<file path="config.mk">
export PLATFORM = sky130hd
export DESIGN_NAME = rx_sleep_gate
export DESIGN_NICKNAME = d
export VERILOG_FILES = /design/src/rtl/rsg_pkg.sv /design/src/rtl/rsg_sleep_ctrl.sv /design/src/rtl/rsg_gate_cell.sv /design/src/rtl/rsg_event_gate.sv /design/src/rtl/rx_sleep_gate.sv
export SDC_FILE = /design/constraint.sdc
export NUM_CORES = 1
export LEC_CHECK = 0
export BUFFER_PORTS_ARGS = -buffer_cell sky130_fd_sc_hd__buf_2
export CAP_MARGIN = 20
export CORE_AREA = 2 2 39 41
export CTS_CLUSTER_DIAMETER = 50
export DETAILED_ROUTE_END_ITERATION = 12
export DIE_AREA = 0 0 41 43
export GPL_TIMING_DRIVEN = 1
export PLACE_DENSITY = 0.38
export SLEW_MARGIN = 40
export SYNTH_ARGS = -nofsm -noshare
export SYNTH_HDL_FRONTEND = slang
export SYNTH_SLANG_ARGS = --single-unit
</file>
<file path="constraint.sdc">
create_clock -name clk -period 1.9 [get_ports clk]
set_clock_uncertainty 0.2 [all_clocks]
set_input_delay 0.38 -clock clk [delete_from_list [all_inputs] [get_ports clk]]
set_output_delay 0.38 -clock clk [all_outputs]
set_load 0.005 [all_outputs]
</file>
<file path="src/rtl/rsg_pkg.sv">
// Shared definitions for the receiver sleep gate.
// Assumes a fixed set of seven gated outputs; the index order below is
// the order of the gated vector used between the top and the gate array.
package rsg_pkg;

    localparam int NUM_GATED = 7;

    localparam int G_LOAD    = 0;
    localparam int G_READY   = 1;
    localparam int G_OVERRUN = 2;
    localparam int G_CRC     = 3;
    localparam int G_FRAME   = 4;
    localparam int G_BIT     = 5;
    localparam int G_EOD     = 6;

    // Bit set = output suppressed while asleep in that sub-mode.
    localparam logic [NUM_GATED-1:0] SUPP_WHEN_IDLE = 7'b111_1111;
    localparam logic [NUM_GATED-1:0] SUPP_WHEN_TX   = 7'b100_0111;

    // Decoded requests acting on the sleep register.
    typedef struct packed {
        logic force_set;   // timeout, not enabled, or disabled
        logic sw_set;      // software writes a one
        logic sym_clr;     // end-of-frame or break seen
    } sleep_req_t;

endpackage

</file>
<file path="src/rtl/rsg_sleep_ctrl.sv">
// Sleep state register.
// Priority, highest first: reset, forced set, software set, symbol clear,
// hold. Assumes all strobes are synchronous and one cycle wide.
module rsg_sleep_ctrl
    import rsg_pkg::*;
(
    input  logic clk,
    input  logic rst_n,
    input  logic eof_sym_i,
    input  logic brk_sym_i,
    input  logic tx_timeout_i,
    input  logic enable_i,
    input  logic disable_i,
    input  logic sw_sleep_wr_i,
    input  logic sw_sleep_wdata_i,
    output logic sleep_q_o
);

    sleep_req_t req;
    logic       sleep_d;
    logic       sleep_q;

    // Decode raw controls into set and clear requests.
    always_comb begin
        req.force_set = tx_timeout_i | ~enable_i | disable_i;
        req.sw_set    = sw_sleep_wr_i & sw_sleep_wdata_i;
        req.sym_clr   = eof_sym_i | brk_sym_i;
    end

    // Resolve requests by priority; set conditions dominate clear.
    always_comb begin
        if (req.force_set || req.sw_set) begin
            sleep_d = 1'b1;
        end else if (req.sym_clr) begin
            sleep_d = 1'b0;
        end else begin
            sleep_d = sleep_q;
        end
    end

    // Sleep register with synchronous active-low reset to one.
    always_ff @(posedge clk) begin
        if (!rst_n) begin
            sleep_q <= 1'b1;
        end else begin
            sleep_q <= sleep_d;
        end
    end

    assign sleep_q_o = sleep_q;

endmodule

</file>
<file path="src/rtl/rsg_gate_cell.sv">
// One gated event path. The parameters choose whether the event is
// dropped while asleep with the node idle and/or transmitting.
// Assumes sleep_i is the registered state, so the output is pure logic.
module rsg_gate_cell #(
    parameter bit SUPP_IDLE = 1'b1,
    parameter bit SUPP_TX   = 1'b1
) (
    input  logic raw_i,
    input  logic sleep_i,
    input  logic tx_i,
    output logic gated_o
);

    generate
        if (SUPP_IDLE && SUPP_TX) begin : g_always
            // Dropped in both sleep sub-modes.
            always_comb gated_o = raw_i & ~sleep_i;
        end else if (SUPP_IDLE) begin : g_idle_only
            // Dropped only when asleep and not transmitting.
            always_comb gated_o = raw_i & ~(sleep_i & ~tx_i);
        end else if (SUPP_TX) begin : g_tx_only
            // Dropped only when asleep and transmitting.
            always_comb gated_o = raw_i & ~(sleep_i & tx_i);
        end else begin : g_never
            // Never dropped; sleep has no bearing on this path.
            always_comb gated_o = raw_i | (sleep_i & tx_i & 1'b0);
        end
    endgenerate

endmodule

</file>
<file path="src/rtl/rsg_event_gate.sv">
// Array of gate cells, one per gated output, each with its own policy
// taken from the two suppression masks.
module rsg_event_gate #(
    parameter int                   N         = rsg_pkg::NUM_GATED,
    parameter logic [N-1:0]         MASK_IDLE = rsg_pkg::SUPP_WHEN_IDLE,
    parameter logic [N-1:0]         MASK_TX   = rsg_pkg::SUPP_WHEN_TX
) (
    input  logic [N-1:0] raw_i,
    input  logic         sleep_i,
    input  logic         tx_i,
    output logic [N-1:0] gated_o
);

    generate
        for (genvar i = 0; i < N; i++) begin : g_cell
            rsg_gate_cell #(
                .SUPP_IDLE (MASK_IDLE[i]),
                .SUPP_TX   (MASK_TX[i])
            ) u_cell (
                .raw_i   (raw_i[i]),
                .sleep_i (sleep_i),
                .tx_i    (tx_i),
                .gated_o (gated_o[i])
            );
        end
    endgenerate

endmodule

</file>
<file path="src/rtl/rx_sleep_gate.sv">
// Top of the receiver sleep gate: holds the sleep state and filters the
// per-byte receive strobes. Assumes single-cycle strobes and synchronous
// inputs; gated outputs are combinational from the raw events.
module rx_sleep_gate
    import rsg_pkg::*;
(
    input  logic clk,
    input  logic rst_n,
    input  logic eof_sym_i,
    input  logic brk_sym_i,
    input  logic tx_timeout_i,
    input  logic enable_i,
    input  logic disable_i,
    input  logic transmitting_i,
    input  logic sw_sleep_wr_i,
    input  logic sw_sleep_wdata_i,
    input  logic ev_data_ready_i,
    input  logic ev_overrun_i,
    input  logic ev_crc_err_i,
    input  logic ev_bad_frame_i,
    input  logic ev_bad_bit_i,
    input  logic ev_end_data_i,
    output logic sleep_o,
    output logic rxbuf_load_o,
    output logic data_ready_o,
    output logic overrun_o,
    output logic crc_err_o,
    output logic bad_frame_o,
    output logic bad_bit_o,
    output logic end_data_o
);

    logic                 sleep_q;
    logic [NUM_GATED-1:0] raw_vec;
    logic [NUM_GATED-1:0] gated_vec;

    rsg_sleep_ctrl u_ctrl (
        .clk              (clk),
        .rst_n            (rst_n),
        .eof_sym_i        (eof_sym_i),
        .brk_sym_i        (brk_sym_i),
        .tx_timeout_i     (tx_timeout_i),
        .enable_i         (enable_i),
        .disable_i        (disable_i),
        .sw_sleep_wr_i    (sw_sleep_wr_i),
        .sw_sleep_wdata_i (sw_sleep_wdata_i),
        .sleep_q_o        (sleep_q)
    );

    // Map raw events into the gate vector; load and ready share a source.
    always_comb begin
        raw_vec            = '0;
        raw_vec[G_LOAD]    = ev_data_ready_i;
        raw_vec[G_READY]   = ev_data_ready_i;
        raw_vec[G_OVERRUN] = ev_overrun_i;
        raw_vec[G_CRC]     = ev_crc_err_i;
        raw_vec[G_FRAME]   = ev_bad_frame_i;
        raw_vec[G_BIT]     = ev_bad_bit_i;
        raw_vec[G_EOD]     = ev_end_data_i;
    end

    rsg_event_gate #(
        .N         (NUM_GATED),
        .MASK_IDLE (SUPP_WHEN_IDLE),
        .MASK_TX   (SUPP_WHEN_TX)
    ) u_gate (
        .raw_i   (raw_vec),
        .sleep_i (sleep_q),
        .tx_i    (transmitting_i),
        .gated_o (gated_vec)
    );

    // Drive the ports from the gate vector.
    always_comb begin
        sleep_o      = sleep_q;
        rxbuf_load_o = gated_vec[G_LOAD];
        data_ready_o = gated_vec[G_READY];
        overrun_o    = gated_vec[G_OVERRUN];
        crc_err_o    = gated_vec[G_CRC];
        bad_frame_o  = gated_vec[G_FRAME];
        bad_bit_o    = gated_vec[G_BIT];
        end_data_o   = gated_vec[G_EOD];
    end

endmodule

</file>
# Word level (Yosys, flattened, before mapping)
# Index checks and enable logic that the tools add are counted.
totals:
  register_bits: 1
  in_bits: 16
op_classes:
  n_bitwise: 16
  n_reduce_logical: 2
ops:
  columns: ["op", "n"]
  rows:
  - ["$and A1 B1 Y1", 8]
  - ["$not A1 Y1", 5]
  - ["$or A1 B1 Y1", 3]
  - ["$reduce_or A2 Y1", 1]
  - ["$logic_or A1 B1 Y1", 1]

# Depth between registers and ports, before layout
# Gate-level depths: netlist (run 1).
logic_depth:
  word_depth: 5
  ltp_mapped: 2

# Hierarchy
# Synthesis (run 1) repeated with hierarchy kept, for this count alone.
hier_totals:
  cells_unflattened: 14
  area_unflattened_um2: 133.9
modules_own_cells:
  columns: ["module", "n_inst", "cells_per_inst", "area_per_inst_um2"]
  rows:
  - ["rsg_gate_cell at u_gate.g_cell[0].u_cell ...", 4, 1, 13.8]
  - ["rsg_sleep_ctrl", 1, 4, 45.0]
  - ["rsg_gate_cell at u_gate.g_cell[3].u_cell ...", 3, 2, 11.3]

# Worst setup path after synthesis (run 1)
# Ideal clock, no wire load.
synth_path:
  kind: "in2out"
  start: "input ev_data_ready_i"
  end: "output rxbuf_load_o"
  arrival_ns: 0.683
  required_time_ns: 1.320
  setup_slack_ns: 0.637
  path_stages: 2
  cell_sequence: "nor2b_1 buf_4"
synth_via:
  elab_chain_cells: 1
synth_rtl:
  columns: ["element", "line_no", "source"]
  rows:
  - ["from (decl)", "rx_sleep_gate.sv:17", "input logic ev_data_ready_i,"]
  - ["$and A1 B1 Y1", "rsg_gate_cell.sv:17", "always_comb gated_o = raw_i & ~sleep_i;"]
  - ["to (decl)", "rx_sleep_gate.sv:24", "output logic rxbuf_load_o,"]
# Every way passes these cells.

# Worst setup path in the final report (run 1)
layout_path:
  start: "input transmitting_i"
  end: "output bad_frame_o"
layout_via:
  elab_chain_cells: 4
layout_rtl:
  columns: ["element", "line_no", "source"]
  rows:
  - ["from (decl)", "rx_sleep_gate.sv:14", "input logic transmitting_i,"]
  - ["$not A1 Y1", "rsg_gate_cell.sv:20", "always_comb gated_o = raw_i & ~(sleep_i & ~tx_i);"]
  - ["$and A1 B1 Y1", "rsg_gate_cell.sv:20", null]
  - ["$not A1 Y1", "rsg_gate_cell.sv:20", null]
  - ["$and A1 B1 Y1", "rsg_gate_cell.sv:20", null]
  - ["to (decl)", "rx_sleep_gate.sv:28", "output logic bad_frame_o,"]
# Every way passes these cells.

==> impl_metrics.tcl, run 1 <==
set metrics [dict create \
    die_w_um 41 \
    ys_seq_elements 1 \
    numPortBuffers 23 \
    rows 14 \
    worst_slew_pin_slew_ns 0.181 \
    critPathCaptureType "output port" \
    synth_area_um2 96.3 \
    hold_class "reg2reg" \
    route.detailed.drc 0 \
    rsz0062_at_grt "false" \
    path_delay_family "simple AND/OR/NAND/NOR gates" \
    ys_warn_count 0 \
    worst_slack_ns 0.413 \
    wire_per_inst_um 11.2 \
    routed_via_density 3.46 \
    hold_buffers 0 \
    peakVddDrop_uv 83.1 \
    grt_max_degree 7 \
    fin_setup_tns_ns 0 \
    wl_um 558 \
    fin_crit_sh_pct 78.3 \
    path_clk_slew_ns 0 \
    post-place-ws_ns 0.409 \
    status "finished, final reports clean" \
    cpPeakStageDelay_ns 0.16 \
    multiInputGateArea_um2 68.8 \
    cpMostUsedCell "buf_2" \
    via_count 173 \
    critical_path_class "in2out" \
    clkPwrFrac_pct 0 \
    pin_count 24 \
    cts_setup_buffers 0 \
    antenna_found_initial 0 \
    fin_crit_ns 1.49 \
    drive_gt1_share_pct 67.6 \
    grt_pass1_vias 153 \
    clk_latency_ns 0 \
    p_switching_mw 0.0102 \
    drv_cap 0 \
    p_int_mw 0.0405 \
    gr-total-overflow 0 \
    coreArea_mm2 0.00138 \
    start_kind "primary input" \
    regToRegSetupSlack_ns 0.92 \
    seq_power_share_pct 44.3 \
    fillers 154 \
    nNetsFinal 52 \
    ant_nets 0 \
    grt_usage_pct 6.20 \
    syn_nets 28 \
    ys_seq_area_share_pct 20.8 \
    pwr-share-comb_pct 55.7 \
    maxSlewViolCount 0 \
    die_area_mm2 0.00176 \
    yosysUniqueCellTypes 8 \
    synthCells 12 \
    seq_area_um2 20.0 \
    initial_core_util_pct 6.96 \
    syn_area_per_cell_um2 8.03 \
    crit_chain "buf_2, nand2b_1, and2_1, buf_2" \
    cp.required_ns 1.32 \
    area_delta_synth_final_pct 132 \
    antenna_cells 0 \
    drt_iter0_drc 1 \
    max_freq_ghz 0.673 \
    globalplace.congestion 0.691 \
    die_h_um 43 \
    p_leak_nw 0.129 \
    drt-pass1-iter-count 2 \
    critPathArrivalTime_ns 0.91 \
    finalSetupViolCount 0 \
    p_per_area_mw_per_mm2 226 \
    slowest_stage "and2_1" \
    grt_first_pass_wirelength_um 759 \
    swShare_pct 20.2 \
    largest_reg_flops 1 \
    hold_violations 0 \
    critPathMaxFanout 3 \
    ctsResizeCount 0 \
    relSlewSlack_pct 87.9 \
    critPathBufInv 2 \
]
-- synth_stat cells (all sizes together) --
cell type / count / area, um^2
dfxtp: 1 / 20.0
nand4bb: 1 / 11.3
nor2b: 3 / 18.8
a221o: 1 / 10.0
and2: 3 / 18.8
nor2: 1 / 3.75
buf: 1 / 7.51
nand2b: 1 / 6.26
-- metal layers --
layer | up-vias | global-route usage, % | part of all wire, % | routed length, um
met4 | 0 | 0 | 0 | 0
met5 | - | 0 | 0 | 0
met3 | 0 | 3.66 | 29 | 164
met1 | 65 | 12.4 | 53 | 295
met2 | 24 | 5.00 | 18 | 98
li1 | 84 | - | - | -
-- cell usage in the layout (no fill, tap or decap), drive strengths merged --
cell type	netlist	final
a221o	1	1
and2	3	3
buf	1	23
dfxtp	1	1
nand2b	1	1
nand4bb	1	1
nor2	1	1
nor2b	3	3
-- path summary, 6_finish.rpt --
check | cells after the start | to | start
setup reg to reg | 1 | u_ctrl.sleep_q_o | u_ctrl.sleep_q_o
hold reg to reg | 1 | u_ctrl.sleep_q_o | u_ctrl.sleep_q_o
hold / removal | 1 | u_ctrl.sleep_q_o | u_ctrl.sleep_q_o
setup / recovery | 4 | bad_frame_o | transmitting_i
-- cell families (layout without fill, tap and decap cells) --
| logic type | count (synthesis) | count (layout) | share of synthesized area (%) |
|---|---|---|---|
| buffers and inverters | 1 | 23 | 7.80 |
| and+or+nand+nor | 9 | 9 | 61.0 |
| AOI/OAI and AO/OA | 1 | 1 | 10.4 |
| DFF | 1 | 1 | 20.8 |
-- final cells by class --
type                    instances  share of cell area (%)
flip-flops and latches          1                    8.94
well taps                      16                    8.94
repair buffers                 23                    51.4
multi-input cells              10                    30.7
-- per-stage QoR --
step | cells | util [%] | power, mW | instance area [um^2] | hold WS [ns]
after floorplan | 12 | - | 0.0303 | 96.3 | 0.319
after global placement | 50 | 16.2 | 0.0510 | 224 | 0.416
after detailed placement | 50 | 16.2 | 0.0511 | 224 | 0.402
after CTS | 50 | 16.2 | 0.0512 | 224 | 0.402
after global routing | 50 | 16.2 | 0.0545 | 224 | 0.442
final | 50 | 16.2 | 0.0507 | 224 | 0.388
-- power by group through the flow --
stage               Combinational [mW]  Sequential (mW)  Clock, mW
detailed placement              0.0286           0.0225          0
finish                          0.0282           0.0225          0
CTS                             0.0287           0.0225          0
global placement                0.0285           0.0226          0
global route                    0.0319           0.0226          0
floorplan                      0.00783           0.0224          0
(Power assumes the default switching activity.)
==> run 2: changes to the inputs <==
clock period = 1.5 ns   (was 1.9 ns; I/O delays follow)
==> impl_metrics.tcl, run 2 (same netlist as run 1, synthesis figures left out) <==
set metrics [dict create \
    status "finished, final reports clean" \
    hold_violations 0 \
    via_count 172 \
    rsz0062_at_grt "false" \
    initial_core_util_pct 6.96 \
    clkPwrFrac_pct 0 \
    fin_crit_sh_pct 88.0 \
    grt_pass1_vias 152 \
    hold_class "in2reg" \
    cts_setup_buffers 0 \
    critical_path_class "in2out" \
    antenna_cells 0 \
    die_h_um 43 \
    rr_worst_depth 1 \
    grt_first_pass_wirelength_um 731 \
    whs_endpoint "u_ctrl.sleep_q_o" \
    route.detailed.drc 0 \
    antenna_found_initial 0 \
    hold_buffers 0 \
    p_switching_mw 0.0130 \
    wire_per_inst_um 11.1 \
    numPortBuffers 23 \
    worst_slack_ns 0.181 \
    start_kind "primary input" \
    wl_um 553 \
    slowest_stage "and2_1" \
    fin_crit_ns 1.32 \
    whs_path_depth 2 \
    reg2reg_from "u_ctrl.sleep_q_o" \
    grt_usage_pct 6.10 \
    globalplace.congestion 0.677 \
    area_delta_synth_final_pct 132 \
    drt_iter0_drc 3 \
    p_leak_nw 0.129 \
    pin_count 24 \
    path_clk_slew_ns 0 \
    drive_gt1_share_pct 67.6 \
    die_area_mm2 0.00176 \
    regToRegSetupSlack_ns 0.51 \
    die_w_um 41 \
    swShare_pct 20.3 \
    clk_latency_ns 0 \
    cp.required_ns 1.00 \
    drv_cap 0 \
    cpPeakStageDelay_ns 0.16 \
    gr-total-overflow 0 \
    critPathArrivalTime_ns 0.82 \
    fin_setup_tns_ns 0 \
    peakVddDrop_uv 117 \
    grt_max_degree 7 \
    max_freq_ghz 0.758 \
    reg2reg_to "u_ctrl.sleep_q_o" \
    fillers 155 \
    nNetsFinal 52 \
    rows 14 \
    worst_slew_pin_slew_ns 0.176 \
    ant_nets 0 \
    relSlewSlack_pct 88.2 \
    seq_power_share_pct 44.2 \
    routed_via_density 3.44 \
    cpMostUsedCell "buf_2" \
    maxSlewViolCount 0 \
    min_from "sw_sleep_wdata_i" \
    finalSetupViolCount 0 \
    largest_reg_flops 1 \
    critPathCaptureType "output port" \
    drt-pass1-iter-count 2 \
    ctsResizeCount 0 \
    post-place-ws_ns 0.173 \
    coreArea_mm2 0.00138 \
    critPathMaxFanout 3 \
    p_per_area_mw_per_mm2 287 \
    final_common_cell "buf_2" \
    p_int_mw 0.0513 \
    mostFrequentLayoutCells "buf_2 (23), and2_1 (3), nor2b_1 (3)" \
    pwr-share-comb_pct 55.8 \
    crit_chain "buf_2, nand2b_1, and2_1, buf_2" \
]
run 2: cell counts in the layout (fill, tap and decap cells not counted):
No cell type changed its count.
run 2: critical path: cells and delay by family:
| kind | cells | cell delay [ns] |
|---|---|---|
| AND/OR/NAND/NOR | 2 | 0.30 |
| buffers and inverters | 2 | 0.22 |
run 2: layout make-up:
class	instances	area, um^2	area share, %
repair buffers	23	115	51.4
multi-input cells	10	68.8	30.7
flip-flops and latches	1	20.0	8.94
well taps	16	20.0	8.94
run 2: worst max path at each step:
stage,cells past startpoint,from,endpoint
final,4,transmitting_i,crc_err_o
after global routing,4,transmitting_i,bad_frame_o
after CTS,4,transmitting_i,crc_err_o
after detailed placement,4,transmitting_i,crc_err_o
after global placement,4,transmitting_i,crc_err_o
after floorplan,2,u_ctrl.sleep_q_o,rxbuf_load_o
run 2: per-stage QoR:
stage                     cell area, um^2  hold slack, ns  std cells  total power, mW  util (%)
after floorplan                      96.3           0.239         12           0.0384         -
after global placement                224           0.361         50           0.0646      16.2
after detailed placement              224           0.362         50           0.0646      16.2
after CTS                             224           0.362         50           0.0647      16.2
after global routing                  224           0.375         50           0.0687      16.2
final                                 224           0.360         50           0.0643      16.2
run 2: metal layers:
metal | vias up | track usage [%] | share of wire (%)
li1 | 84 | - | -
met1 | 64 | 11.4 | 50
met2 | 24 | 4.69 | 18
met3 | 0 | 5.24 | 32
met4 | 0 | 0 | 0
met5 | - | 0 | 0
run 2: power groups by stage:
stage                     sequential (mW)  clock (mW)  combinational [mW]
after CTS                          0.0285           0              0.0362
after floorplan                    0.0284           0             0.00992
after global routing               0.0286           0              0.0401
final                              0.0285           0              0.0359
after global placement             0.0286           0              0.0360
after detailed placement           0.0285           0              0.0362
